## config.mk

```make
export PLATFORM = sky130hd
export DESIGN_NAME = stallprio_sched
export DESIGN_NICKNAME = d
export VERILOG_FILES = /design/src/rtl/stallprio_pkg.sv /design/src/rtl/stallprio_pick.sv /design/src/rtl/stallprio_runlen.sv /design/src/rtl/stallprio_sched.sv
export SDC_FILE = /design/constraint.sdc
export NUM_CORES = 1
export LEC_CHECK = 0
export BUFFER_PORTS_ARGS = -buffer_cell sky130_fd_sc_hd__buf_4
export CAP_MARGIN = 20
export CORE_AREA = 2 2 39 41
export CTS_BUF_LIST = sky130_fd_sc_hd__clkbuf_4 sky130_fd_sc_hd__clkbuf_8
export CTS_CLUSTER_DIAMETER = 200
export CTS_CLUSTER_SIZE = 10
export DETAILED_ROUTE_END_ITERATION = 10
export DIE_AREA = 0 0 41 43
export GPL_TIMING_DRIVEN = 0
export PLACE_DENSITY = 0.68
export SLEW_MARGIN = 5
export SYNTH_ARGS = -nofsm -noshare
export SYNTH_HDL_FRONTEND = slang
export SYNTH_SLANG_ARGS = --single-unit
```

## constraint.sdc

```tcl
create_clock -name clk -period 4.4 [get_ports clk]
set_clock_uncertainty 0.15 [all_clocks]
set_input_delay 1.1 -clock clk [delete_from_list [all_inputs] [get_ports clk]]
set_output_delay 1.1 -clock clk [all_outputs]
set_load 0.05 [all_outputs]
```

## src/rtl/stallprio_pkg.sv

```systemverilog
package stallprio_pkg;
  typedef enum logic {
    THR0 = 1'b0,
    THR1 = 1'b1
  } thr_e;
endpackage

```

## src/rtl/stallprio_pick.sv

```systemverilog
module stallprio_pick
  import stallprio_pkg::*;
#(
  parameter int CNT_W = 4
) (
  input  logic [1:0]       stall,
  input  thr_e             cur,
  input  logic [CNT_W-1:0] run_len,
  input  logic [CNT_W-1:0] cap,
  output thr_e             nxt
);
  // Stalled threads win; a tie or no stall keeps the runner until the cap.
  always_comb begin
    unique case (stall)
      2'b11:   nxt = cur;
      2'b01:   nxt = THR0;
      2'b10:   nxt = THR1;
      default: nxt = (run_len < cap) ? cur : thr_e'(~cur);
    endcase
  end
endmodule

```

## src/rtl/stallprio_runlen.sv

```systemverilog
module stallprio_runlen #(
  parameter int CNT_W = 4
) (
  input  logic             clk,
  input  logic             rst_n,
  input  logic             en,
  input  logic             restart,
  output logic [CNT_W-1:0] len
);
  localparam logic [CNT_W-1:0] LEN_MAX = {CNT_W{1'b1}};
  localparam logic [CNT_W-1:0] LEN_ONE = {{(CNT_W-1){1'b0}}, 1'b1};

  logic [CNT_W-1:0] len_d;

  always_comb begin
    len_d = len;
    if (en) begin
      if (restart)              len_d = LEN_ONE;
      else if (len != LEN_MAX)  len_d = len + LEN_ONE;
    end
  end

  always_ff @(posedge clk or negedge rst_n) begin
    if (!rst_n)  len <= '0;
    else if (en) len <= len_d;
  end
endmodule

```

## src/rtl/stallprio_sched.sv

```systemverilog
module stallprio_sched
  import stallprio_pkg::*;
#(
  parameter int CNT_W = 4
) (
  input  logic             clk,
  input  logic             rst_n,
  input  logic             decide_i,
  input  logic [1:0]       stall_i,
  input  logic [CNT_W-1:0] run_cap_i,
  output logic             sel_o,
  output logic             switch_o
);
  thr_e             cur_q, cur_d, pick;
  logic             sw_d, sw_q, changed;
  logic [CNT_W-1:0] run_len;

  stallprio_pick #(.CNT_W(CNT_W)) pick_i (
    .stall   (stall_i),
    .cur     (cur_q),
    .run_len (run_len),
    .cap     (run_cap_i),
    .nxt     (pick)
  );

  assign changed = (pick != cur_q);

  stallprio_runlen #(.CNT_W(CNT_W)) runlen_i (
    .clk     (clk),
    .rst_n   (rst_n),
    .en      (decide_i),
    .restart (changed),
    .len     (run_len)
  );

  always_comb begin
    cur_d = decide_i ? pick : cur_q;
    sw_d  = decide_i & changed;
  end

  always_ff @(posedge clk or negedge rst_n) begin
    if (!rst_n) begin
      cur_q <= THR0;
      sw_q  <= 1'b0;
    end else begin
      cur_q <= cur_d;
      sw_q  <= sw_d;
    end
  end

  assign sel_o    = cur_q;
  assign switch_o = sw_q;
endmodule

```

Word-level counts from Yosys, hierarchy flattened

Cells that the tools add are included.
W data, S select, Z words.

Output and inout port bits: 2
Input bits: 9
Flip-flop bits (word level): 6
Logic and storage cells: 18

Reduce and logical (&&, ||, !) cells: 2
Mux-type cells: 4
Magnitude comparators: 1
Eq/ne operators: 5
Bitwise gates (word level): 2
Add/sub/neg operators: 1

Operator list:

| operator              | number |
|---|---|
| $mux W4               | 2 |
| $add A4 B1 Y4 const B | 1 |
| $eq A2 B2 Y1 const B  | 2 |
| $lt A4 B4 Y1          | 1 |
| $ne A4 B4 Y1 const B  | 1 |
| $pmux W1 S3           | 1 |
| $eq A2 B1 Y1 const B  | 1 |
| $reduce_and A2 Y1     | 1 |
| $reduce_bool A2 Y1    | 1 |
| $and A1 B1 Y1         | 1 |
| $mux W1               | 1 |
| $ne A1 B1 Y1          | 1 |
| $not A1 Y1            | 1 |

Longest topological paths before layout

Gate-level depths: netlist of run 1.

Depth in word-level cells: 6
Gate-level depth with buffers: 6
Gate-level depth less buffers: 6

Hierarchy

Synthesis of run 1 repeated with hierarchy kept, for this count alone.

Cell total of the unflattened synthesis: 43
Area, all modules: 412.9 um^2

By module, submodules not included:

| module           | seq. area each (um^2) | cells each | area an instance (um^2) | times used |
|---|---|---|---|---|
| stallprio_runlen | 100.1                 | 23         | 222.7                   | 1 |
| stallprio_pick   | 0.0                   | 15         | 113.9                   | 1 |
| stallprio_sched  | 50.0                  | 5          | 76.3                    | 1 |

Least setup slack after synthesis of run 1

No wires, ideal clock.

Path type: input port to flip-flop
Start point: in run_cap_i[1]
End point: reg runlen_i.len[1]
Path slack: 1.693 ns
Buffers on the path: 0
Library setup time: 0.104 ns
Stages: 6
Data arrival time: 2.453 ns
Required time: 4.146 ns
Cell sequence: inv_1 > ha_1 > or3b_4 > a211oi_4 > o22ai_2 > o311ai_1

Cells in the longest elaborated chain, start to end: 6
Elaborated cells on any way between the ends: 7
Those cells by class: order compare: 1; eq/ne: 1; mux: 3; reduce/logical: 2

Ends and longest elaborated chain:

| element                             | line                   | text |
|---|---|---|
| start, declared                     | stallprio_sched.sv:10  | `input logic [CNT_W-1:0] run_cap_i,` |
| $lt A4 B4 Y1 (*)                    | stallprio_pick.sv:18   | `default: nxt = (run_len < cap) ? cur : thr_e'(~cur);` |
| $mux W1 (*)                         | stallprio_pick.sv:18   |  |
| $pmux W1 S3 (*)                     | stallprio_pick.sv:14   | `unique case (stall)` |
| $ne A1 B1 Y1 (*)                    | stallprio_sched.sv:26  | `assign changed = (pick != cur_q);` |
| $reduce_bool A2 Y1 (no source line) | n/a                    |  |
| $reduce_and A2 Y1 (no source line)  | n/a                    |  |
| end signal, assigned                | stallprio_runlen.sv:25 | `else if (en) len <= len_d;` |
| end, declared                       | stallprio_runlen.sv:8  | `output logic [CNT_W-1:0] len` |

Mark *: on every way between the ends. The rest lies on a longest branch, timed or not.
A chain may end at the register's enable or synchronous reset.

Final worst setup path of run 1

Same ends and word-level chain as after synthesis.

==> results by group, run 1 <==
Outcome
  • Outcome: finished, final reports clean

Logic synthesis
  • Cell taking the most area after synthesis: dfrtp_1
  • Dominant synthesized flop cell: dfrtp_1
  • Top cell type's share of synthesized area: between 30% and 40%
  • Synthesized area per cell: 9.593 um^2
  • Synth top area cells: dfrtp_1, ha_1, o221ai_1
  • Asr flop ratio synth: 100.0%
  • Distinct cells, synth: 25
  • Seq/Total Area, Yosys: around 31%
  • Post-Synthesis Cells: 51
  • Syn Nets: 64
  • Synthesized cell area: around 490 um^2
  • Yosys reg bits: 6
  • YS warnings: 0
  • EDFF count, synth: 0

Clock tree
  • CTS resizes: 0
  • H-tree depth: 1
  • TritonCTS buffer count: 3
  • Clk sink count: 6
  • CTS tree: done
  • Post-CTS setup buffer count: 0
  • CTS Buffer Depth: 2
  • CTS Hold Bufs: 0
  • CTS root buffer: clkbuf_4
  • Clk_lat worst skew: 0.24 ns
  • Clock transition at the registers of the reported paths: 0.04 ns

Global route
  • Met1 usage: 15.26%
  • First-pass GRT wire length: approximately 1500 um
  • Largest net degree at the start of global routing: 10
  • Total track usage: a little over an eighth
  • GRT Max-Usage Layer: met2
  • Number of global-route vias before repair: 366
  • Met2 GRT Util: 20.00%
  • Initial antenna violation count: 0
  • GR Util met3: 9.424%
  • Gr ovfl total: 0

Setup path
  • RR Startpoint: runlen_i.len[1]$_DFFE_PN0P_
  • CP Data Arrival Time: about 2.6 ns
  • Crit Reg-Reg Endpoint: runlen_i.len[1]$_DFFE_PN0P_
  • Crit Path Category: in -> reg
  • FF-to-FF path depth: 5
  • CP delay by family, top: compound AO/OA/AOI/OAI gates
  • Buf+Inv Stages, Crit Path: 2
  • Critical Path Start: run_cap_i[1]
  • Critical path cell sequence: buf_4, inv_1, ha_1, or3b_4, a211oi_4, o22ai_2, o311ai_1
  • CP Capture Type: flop
  • CP max stage cell: or3b_4
  • Critical path startpoint category: input port
  • Required @ worst endpoint: 4.39 ns
  • Crit-path max FO: 7
  • R2R Setup Slk: between 2 and 2.5 ns
  • Max incr delay on CP: ~0.44 ns

Hold path
  • Hold Path End: sel_o$_DFFE_PN0P_
  • Hold Path Stages: 2
  • Hold crit path type: reg -> reg
  • HP Start: sel_o$_DFFE_PN0P_

Floorplan
  • Row count: 14
  • IO Pins: 11
  • Die area: between 0.0015 and 0.002 mm^2
  • Die Wd: 41 um
  • Die Y: ~43 um
  • Initial core utilization: 35.35%
  • Core Area: 0.001384 mm^2

Finish
  • Sequential Area: 150.1 um^2
  • N_diodes: 0
  • Area Overhead vs Synth: 22.51%
  • Share of layout cells above drive strength 1: 33.33%
  • Fin nets: 78
  • Area of the multi-input gates: 312.8 um^2
  • # fillers: 138

Route
  • Drt drc: 0
  • 1st-iter DRT viols: 7
  • Final wirelength: about 960 um
  • DR vias/cell: approximately 5.4
  • WL/cell: 12.09 um
  • Vias: roughly 430
  • DRT antenna net count: 0
  • DRT Pass-1 Iters: 4

Power
  • Pwr dens: slightly below 600 mW/mm^2
  • Total chip power: 357.3 uW
  • VDD IR max: 0.2469 mV
  • P_leak: 0.2726 nW

Timing
  • Unrepaired setup endpoints after global routing: no
  • Peak Freq: 379.3 MHz
  • Hold Vio Cnt, Final: 0
  • Final worst path period share: 59.92%
  • Fin. max-slew vios: 0
  • Final setup TNS: 0 ns
  • Final setup fails: 0
  • Fin worst setup slack: between 1.5 and 2 ns
  • Worst-Margin Slew: about 0.36 ns
  • Final min period: 2.636 ns
  • Worst rel slew slack: 76.22%

Placed design
  • Buffers added on ports: 9
  • Global placement routability congestion: 0.7420
  • Pre-CTS setup slack: 1.517 ns
  • DP Wirelength: 754.8 um

Job
  • Max-cap violations: 0
## registers in the layout, indices dropped and copies added (netlist names)
signal / cells
runlen_i.len: 4
sel_o: 1
switch_o: 1
## per-stage QoR
stage	hold WS (ns)	area, um^2	cells	utilization (%)
global route	0.4743	599.3	79	43.31
CTS	0.4612	599.3	79	43.31
detailed placement	0.4512	576.8	76	41.68
floorplan	0.3715	489.2	51	-
global placement	0.4356	576.8	76	41.68
finish	0.4475	599.3	79	43.31
## worst max-delay path by stage
stage	end	slack, ns	cells past startpoint
after floorplan	runlen_i.len[1]$_DFFE_PN0P_	1.69	6
after CTS	runlen_i.len[1]$_DFFE_PN0P_	1.77	7
after global routing	runlen_i.len[1]$_DFFE_PN0P_	1.65	7
after detailed placement	runlen_i.len[1]$_DFFE_PN0P_	1.52	7
after global placement	runlen_i.len[1]$_DFFE_PN0P_	1.53	7
final	runlen_i.len[1]$_DFFE_PN0P_	1.76	7
## layer usage
metal / share of wire [%] / vias to the layer above
li1: - / 217
met1: 45 / 205
met2: 49 / 7
met3: 6.1 / 0
met4: 0 / 0
met5: 0 / -
## power breakdown
group	switching (mW)	internal, mW	leakage (nW)
Clock	0.0181	0.0307	0.0138
Sequential	0.0303	0.0795	0.0738
Combinational	0.110	0.0883	0.185
Total	0.159	0.199	0.273
## layout make-up
cell class / instances / area share (%)
Timing Repair Buffer: 9 / 11.27
Buffer: 2 / 1.253
Clock buffer: 3 / 3.758
Inverter: 5 / 3.132
Tap cell: 16 / 3.340
Sequential cell: 6 / 25.05
Multi-Input combinational cell: 38 / 52.19
## kinds of logic (layout without fill, tap and decap cells)
family / Yosys count / after routing / share of synthesized area [%]
AOI/OAI and AO/OA: 18 / 18 / 33.50
and+or+nand+nor: 16 / 16 / 20.21
buffers and inverters: 7 / 19 / 5.372
DFF: 6 / 6 / 30.69
adders and majority gates: 4 / 4 / 10.23
## synth_stat cells, drive strengths merged (2+ instances only)
library cell and instances:
dfrtp 6, inv 5, o221ai 5, nand3 2
a211oi 2, or2 2, ha 4, o211a 2
clkbuf 2, nand2 2, nand3b 2, and3 3
a21oi 5
## layout by cell type (no fill, tap or decap), types with 2 or more instances in the layout
cell | netlist | final
a21oi_1 | 5 | 5
and3_2 | 2 | 2
nand3_1 | 2 | 2
nand3b_1 | 2 | 2
buf_4 | 0 | 9
dfrtp_1 | 6 | 6
o221ai_1 | 5 | 5
clkbuf_1 | 2 | 2
inv_1 | 5 | 5
nand2_1 | 2 | 2
ha_1 | 4 | 4
a211oi_4 | 2 | 2
clkbuf_4 | 0 | 3
## worst reg2reg max path, stage by stage, from the launching register on
cell and delay, ns:
dfrtp_1 0.44, ha_1 0.23, or3b_4 0.44, a211oi_4 0.40
o22ai_2 0.12, o311ai_1 0.27
No activity file was read; power rests on OpenSTA's default activity.
==> inputs of run 2 (changes only) <==
--- a/config.mk
+++ b/config.mk
@@ -5,6 +5,7 @@
 export SDC_FILE = /design/constraint.sdc
 export NUM_CORES = 1
 export LEC_CHECK = 0
+export ABC_AREA = 1
 export BUFFER_PORTS_ARGS = -buffer_cell sky130_fd_sc_hd__buf_4
 export CAP_MARGIN = 20
 export CORE_AREA = 2 2 39 41
@@ -14,7 +15,7 @@
 export DETAILED_ROUTE_END_ITERATION = 10
 export DIE_AREA = 0 0 41 43
 export GPL_TIMING_DRIVEN = 0
-export PLACE_DENSITY = 0.68
+export PLACE_DENSITY = 0.69
 export SLEW_MARGIN = 5
 export SYNTH_ARGS = -nofsm -noshare
 export SYNTH_HDL_FRONTEND = slang
==> constraint.sdc (replaced) <==
create_clock -name clk -period 2.2 [get_ports clk]
set_clock_uncertainty 0.15 [all_clocks]
set_input_delay 0.55 -clock clk [delete_from_list [all_inputs] [get_ports clk]]
set_output_delay 0.55 -clock clk [all_outputs]
set_load 0.05 [all_outputs]
==> run 2 against run 1 <==
  * Setup slack got worse by 1.2 ns
  * Area after synthesis decreased by 1.8%
  * Non-clock buffer count unchanged
  * Critical path type is now reg -> reg
  * Flip-flop and latch count unchanged
  * First-iteration DRC count decreased by 100%
==> results by group, run 2 <==
Outcome
  • Outcome: finished, final reports clean (unchanged)

Logic synthesis
  • EDFF count, synth: 0 (unchanged)
  • YS warnings: 0 (unchanged)
  • Cell taking the most area after synthesis: dfrtp_1 (unchanged)
  • Dominant synthesized flop cell: dfrtp_1 (unchanged)
  • Asr flop ratio synth: 100.0% (unchanged)
  • Top-count cell post-synth: nand2_1 (was dfrtp_1)
  • Yosys reg bits: 6 (unchanged)
  • Top cell type's share of synthesized area: 31.25% (was 30.69%)
  • Syn Nets: 72 (was 64)
  • Synthesized area per cell: 8.143 um^2 (was 9.593 um^2)
  • Post-Synthesis Cells: 59 (was 51)
  • Synthesized cell area: 480.5 um^2 (was 489.2 um^2)
  • Seq/Total Area, Yosys: 31.25% (was 30.69%)
  • Commonest cells post-synth: nand2_1, inv_1, dfrtp_1, nand3_1, ha_1 (was dfrtp_1, a21oi_1, inv_1, o221ai_1, ha_1)
  • Distinct cells, synth: 17 (was 25)
  • Synth top area cells: dfrtp_1, ha_1, nand2_1 (was dfrtp_1, ha_1, o221ai_1)

Placed design
  • Global placement routability congestion: 0.7634 (was 0.7420)
  • DP Wirelength: 706.7 um (was 754.8 um)
  • Pre-CTS setup slack: 0.2628 ns (was 1.517 ns)
  • Buffers added on ports: 10 (was 9)

Global route
  • Largest net degree at the start of global routing: 8 (was 10)
  • First-pass GRT wire length: 1476 um (was 1531 um)
  • Number of global-route vias before repair: 404 (was 366)
  • Gr ovfl total: 0 (unchanged)
  • Initial antenna violation count: 0 (unchanged)
  • Total track usage: 12.56% (was 13.29%)

Setup path
  • RR Startpoint: runlen_i.len[3]$_DFFE_PN0P_ (was runlen_i.len[1]$_DFFE_PN0P_)
  • Critical Path Start: runlen_i.len[3]$_DFFE_PN0P_ (was run_cap_i[1])
  • Required @ worst endpoint: 2.17 ns (was 4.39 ns)
  • Critical path startpoint category: flop (was input port)
  • Crit-path max FO: 4 (was 7)
  • Crit Path Category: reg -> reg (was in -> reg)
  • CP Capture Type: flop (unchanged)
  • CP Data Arrival Time: 1.65 ns (was 2.63 ns)

Finish
  • Most frequent cells in the layout: nand2_1, inv_1, buf_4 (was buf_4, dfrtp_1, inv_1, o221ai_1, a21oi_1)
  • Biggest register: runlen_i.len (unchanged)
  • Share of layout cells above drive strength 1: 34.25% (was 33.33%)
  • # fillers: 147 (was 138)
  • Area Overhead vs Synth: 26.56% (was 22.51%)
  • Commonest non-fill, non-tap cell in the layout: nand2_1 (was buf_4)
  • N_diodes: 0 (unchanged)
  • Max reg flops: 4 (unchanged)
  • Fin nets: 88 (was 78)

Clock tree
  • CTS root buffer: clkbuf_4 (unchanged)
  • TritonCTS buffer count: 3 (unchanged)
  • Clock transition at the registers of the reported paths: 0.04 ns (about the same)
  • CTS tree: done (unchanged)
  • Clk_lat worst skew: 0.23 ns (was 0.24 ns)
  • H-tree depth: 1 (unchanged)
  • CTS Buffer Depth: 2 (unchanged)
  • CTS resizes: 0 (unchanged)
  • Clk sink count: 6 (unchanged)

Floorplan
  • Die area: 0.001763 mm^2 (unchanged)
  • Core Area: 0.001384 mm^2 (unchanged)
  • Initial core utilization: 34.72% (was 35.35%)
  • IO Pins: 11 (unchanged)
  • Die Y: 43 um (unchanged)
  • Row count: 14 (unchanged)
  • Die Wd: 41 um (unchanged)

Timing
  • Worst rel slew slack: 87.10% (was 76.22%)
  • Final worst path period share: about three quarters
  • Final min period: 1.682 ns
  • Final setup fails: 0 (unchanged)
  • Hold Vio Cnt, Final: 0 (unchanged)
  • Peak Freq: between 500 and 600 MHz
  • Final setup TNS: 0 ns (unchanged)
  • Hold_ws: 0.3944 ns (was 0.4475 ns)
  • Unrepaired setup endpoints after global routing: no (unchanged)
  • Fin worst setup slack: 0.5181 ns (was 1.764 ns)
  • Worst-Margin Slew: 0.1928 ns (was 0.3556 ns)
  • Fin. max-slew vios: 0 (unchanged)

Power
  • Total chip power: 635.6 uW (was 357.3 uW)
  • P_leak: 0.3438 nW (was 0.2726 nW)
  • VDD IR max: 0.5383 mV (was 0.2469 mV)
  • Pwr dens: 1045 mW/mm^2 (was 596.2 mW/mm^2)

Route
  • Vias: 394 (was 429)
  • DR vias/cell: 4.427 (was 5.430)
  • Top sig layer: met4 (was met3)
  • Final wirelength: 807 um (was 955 um)
  • DRT Pass-1 Iters: 1 (was 4)
  • Met3 routed WL: 27 um (was 58 um)
  • DRT antenna net count: 0 (unchanged)
  • 1st-iter DRT viols: 0 (was 7)
  • WL/cell: 9.067 um (was 12.09 um)
  • Drt drc: 0 (unchanged)
  • Metal-1 WL: 354 um (was 430 um)
  • Met2 WL post-DR: 417 um (was 466 um)

Job
  • Max-cap violations: 0 (unchanged)

Hold path
  • HP Start: runlen_i.len[1]$_DFFE_PN0P_ (was sel_o$_DFFE_PN0P_)
  • Hold crit path type: reg -> reg (unchanged)
==> run 2: changes by cell type in the layout (fill, tap and decap cells not counted), moves of 4 or more <==
cell	change
nand2_1	+11
inv_1	+5
o221ai_1	-5
a21oi_1	-4
nand3_1	+4
==> run 2: worst max-delay path, cell delays in order (launching register included) <==
cell,delay (ns)
dfrtp_1,0.41
ha_1,0.35
nand2_1,0.08
inv_2,0.05
nand2_2,0.06
nand3_2,0.09
nand3_4,0.10
nand3_4,0.09
nand2_2,0.06
nand2_1,0.06
nand2_1,0.05
==> run 2: final cells by class <==
| type | count | area, um^2 | area share, % |
|---|---|---|---|
| multi-input cells | 41 | 285.3 | 46.91 |
| flip-flops and latches | 6 | 150.1 | 24.69 |
| repair buffers | 11 | 85.08 | 13.99 |
| inverters | 12 | 45.04 | 7.407 |
| clock buffers | 3 | 22.52 | 3.704 |
| well taps | 16 | 20.02 | 3.292 |
==> run 2: where the power goes <==
part           total (mW)  switching, mW  internal [mW]
sequential          0.196         0.0413          0.155
combinational       0.345          0.210          0.134
clock              0.0944         0.0332         0.0613
==> run 2: through the flow <==
| stage | area, um^2 | cells | utilization [%] |
|---|---|---|---|
| 4_1_cts | 608.1 | 89 | 43.94 |
| 6_report | 608.1 | 89 | 43.94 |
| 3_5_place_dp | 575.6 | 85 | 41.59 |
| 5_1_grt | 608.1 | 89 | 43.94 |
| 3_3_place_gp | 575.6 | 85 | 41.59 |
| 2_1_floorplan | 480.5 | 59 | - |
==> run 2: kinds of logic after synthesis <==
logic type | share of synthesized area (%)
AND/OR/NAND/NOR | 38.80
buffers and inverters | 9.376
flip-flops | 31.25
AO/OA/AOI/OAI | 6.510
adder cells (fa/ha/maj) | 10.42
XOR/XNOR | 3.646
==> run 2: path summary, 6_finish.rpt <==
| kind | end | slack, ns | cells past startpoint |
|---|---|---|---|
| max | runlen_i.len[3]$_DFFE_PN0P_ | 0.52 | 10 |
| min | runlen_i.len[1]$_DFFE_PN0P_ | 0.39 | 2 |
| max reg2reg | runlen_i.len[3]$_DFFE_PN0P_ | 0.52 | 10 |
| min reg2reg | runlen_i.len[1]$_DFFE_PN0P_ | 0.39 | 2 |
| max in group asynchronous | runlen_i.len[0]$_DFFE_PN0P_ | 1.27 | 2 |
| min in group asynchronous | sel_o$_DFFE_PN0P_ | 0.52 | 2 |
==> run 2: metal layers <==
layer	global-route usage (%)	vias to the layer above
met5	0	-
met4	10.00	0
met3	1.571	2
met2	19.38	4
met1	14.57	173
li1	-	215
==> run 2: repair_timing <==
| action | CTS | global route |
|---|---|---|
| endpoints found under the hold margin | 6 | 0 |
| hold buffers | 1 | 0 |
| setup buffers | 0 | 0 |
==> inputs of run 3 (changes only) <==
--- a/config.mk
+++ b/config.mk
@@ -15,7 +15,7 @@
 export DETAILED_ROUTE_END_ITERATION = 10
 export DIE_AREA = 0 0 41 43
 export GPL_TIMING_DRIVEN = 0
-export PLACE_DENSITY = 0.69
+export PLACE_DENSITY = 0.67
 export SLEW_MARGIN = 5
 export SYNTH_ARGS = -nofsm -noshare
 export SYNTH_HDL_FRONTEND = slang
==> constraint.sdc (replaced) <==
create_clock -name clk -period 1.6 [get_ports clk]
set_clock_uncertainty 0.15 [all_clocks]
set_input_delay 0.4 -clock clk [delete_from_list [all_inputs] [get_ports clk]]
set_output_delay 0.4 -clock clk [all_outputs]
set_load 0.05 [all_outputs]
==> run 3 against run 2 <==
  * Utilization rose by 6.1 points
  * Global-route usage fell by 0.10 points
  * Clock-buffer cell count did not move
  * Clock power rose by 35%
  * Setup slack got worse by 0.51 ns
  * Die area did not move
  * Non-clock buffer count rose by 4
  * Design area rose by 14%
  * Critical path type unchanged
  * Highest routed layer is now met3
==> results by group, run 3 (synthesized netlist as in run 2, its figures left out) <==
Clock tree
  • CTS tree: done (unchanged)
  • H-tree depth: 1 (unchanged)
  • Clk sink count: 6 (unchanged)
  • TritonCTS buffer count: 3 (unchanged)
  • CTS root buffer: clkbuf_4 (unchanged)
  • CTS Buffer Depth: 2 (unchanged)
  • Clock transition at the registers of the reported paths: 0.04 ns (about the same)
  • Clk_lat worst skew: 0.23 ns (about the same)

Route
  • 1st-iter DRT viols: 4 (was 0)
  • DRT Pass-1 Iters: 4 (was 1)
  • DRT antenna net count: 0 (unchanged)
  • Vias: 415 (was 394)
  • Drt drc: 0 (unchanged)
  • DR vias/cell: 4.462 (was 4.427)
  • WL/cell: 10.01 um (was 9.067 um)
  • Final wirelength: 931 um (was 807 um)

Placed design
  • Placed Cells: 85 (unchanged)
  • Buffers added on ports: 10 (unchanged)
  • Placed cell area: 575.6 um^2 (unchanged)
  • DP Wirelength: 661.2 um (was 706.7 um)
  • Global placement routability congestion: 0.7438 (was 0.7634)

Floorplan
  • Core Area: 0.001384 mm^2 (unchanged)
  • Die area: 0.001763 mm^2 (unchanged)
  • Row count: 14 (unchanged)
  • IO Pins: 11 (unchanged)
  • Die Y: 43 um (unchanged)
  • Initial core utilization: 34.72% (unchanged)
  • Die Wd: 41 um (unchanged)

Finish
  • Share of layout cells above drive strength 1: 48.05% (was 34.25%)
  • N_diodes: 0 (unchanged)
  • Fin nets: 92 (was 88)
  • Commonest non-fill, non-tap cell in the layout: buf_4 (was nand2_1)
  • Area Overhead vs Synth: 44.27% (was 26.56%)
  • Max reg flops: 4 (unchanged)
  • Biggest register: runlen_i.len (unchanged)
  • Fin area: 693.2 um^2 (was 608.1 um^2)
  • Final Non-Filler Cells: 93 (was 89)
  • Most frequent cells in the layout: buf_4, inv_1, nand2_1 (was nand2_1, inv_1, buf_4)

Setup path
  • CP Capture Type: flop (unchanged)
  • Required @ worst endpoint: 1.57 ns (was 2.17 ns)
  • Crit Path Category: reg -> reg (unchanged)
  • Crit-path max FO: 4 (unchanged)
  • Critical path startpoint category: flop (unchanged)
  • CP Data Arrival Time: 1.57 ns (was 1.65 ns)

Timing
  • Unrepaired setup endpoints after global routing: yes (was no)
  • Final setup fails: 0 (unchanged)
  • Hold Vio Cnt, Final: 0 (unchanged)
  • Worst-Margin Slew: 0.1893 ns (was 0.1928 ns)
  • Peak Freq: 626.6 MHz (was 594.6 MHz)
  • Final min period: 1.596 ns (was 1.682 ns)
  • Worst rel slew slack: 87.33% (was 87.10%)
  • Fin. max-slew vios: 0 (unchanged)
  • Final worst path period share: 99.75% (was 76.45%)

Global route
  • Total track usage: 12.46% (was 12.56%)
  • Number of global-route vias before repair: 415 (was 404)
  • Initial antenna violation count: 0 (unchanged)
  • First-pass GRT wire length: 1476 um (unchanged)
  • Gr ovfl total: 0 (unchanged)
  • Largest net degree at the start of global routing: 8 (unchanged)

Power
  • VDD IR max: 0.6370 mV (was 0.5383 mV)
  • P_leak: 0.3757 nW (was 0.3438 nW)
  • Total chip power: 1.020 mW (was 635.6 uW)
  • Pwr dens: 1471 mW/mm^2 (was 1045 mW/mm^2)

Job
  • Max-cap violations: 0 (unchanged)

Outcome
  • Outcome: finished, final reports clean (unchanged)

Hold path
  • Hold crit path type: in -> reg (was reg -> reg)
==> run 3: stage by stage <==
stage                     util [%]  hold WS, ns  setup TNS (ns)  setup slack [ns]
after floorplan                  -     -0.04559               0           0.01173
after global placement       41.59      0.05654         -0.6450           -0.1506
after detailed placement     41.59      0.05781         -0.8297           -0.1861
after CTS                    46.65       0.2994       -0.004966         -0.002976
after global routing         50.09       0.3378         -0.2474          -0.06755
final                        50.09       0.3232               0          0.003962
==> run 3: critical path, cell delays in order, from the launching register on <==
cell and delay (ns):
dfrtp_1 0.40, ha_4 0.30, nand2_2 0.05, inv_2 0.06, nand2_4 0.06, nand3_4 0.07, nand3_4 0.10, nand3_4 0.13
nand2_4 0.07, nand2_1 0.05, nand2_1 0.04
==> run 3: timing repair <==
action,CTS,global route
setup endpoints to repair,4,4
hold buffers,1,0
buffers inserted,3,1
hold endpoints to repair,6,0
gates cloned,0,0
pin swaps,3,5
gates resized for setup,2,10
==> run 3: path summary, 6_finish.rpt <==
path	from	to	slack, ns	depth (start not counted)
setup / recovery	runlen_i.len[3]$_DFFE_PN0P_	runlen_i.len[1]$_DFFE_PN0P_	0.004	10
hold / removal	decide_i	switch_o$_DFF_PN0_	0.32	3
min in group asynchronous	rst_n	sel_o$_DFFE_PN0P_	0.37	2
setup reg to reg	runlen_i.len[3]$_DFFE_PN0P_	runlen_i.len[1]$_DFFE_PN0P_	0.004	10
max in group asynchronous	rst_n	runlen_i.len[0]$_DFFE_PN0P_	0.82	2
hold reg to reg	runlen_i.len[0]$_DFFE_PN0P_	runlen_i.len[0]$_DFFE_PN0P_	0.44	2
==> run 3: area by class of cell <==
class	count	area (um^2)
well taps	16	20.02
clock buffers	3	22.52
flip-flops and latches	6	150.1
multi-input cells	41	340.3
repair buffers	15	115.1
inverters	12	45.04
fillers	133	690.7
==> run 3: power breakdown <==
part | total, mW | switching [mW] | internal [mW]
Clock | 0.127 | 0.0432 | 0.0841
Sequential | 0.258 | 0.0443 | 0.214
Combinational | 0.634 | 0.367 | 0.267
Total | 1.02 | 0.455 | 0.565
==> run 3: metal layers <==
metal  global-route usage, %  up-vias  part of all wire (%)
met1                   15.23      188                    40
met3                   1.571        0                   2.7
li1                        -      221                     -
met2                   19.38        6                    57
met5                       0        -                     0
met4                   8.000        0                     0
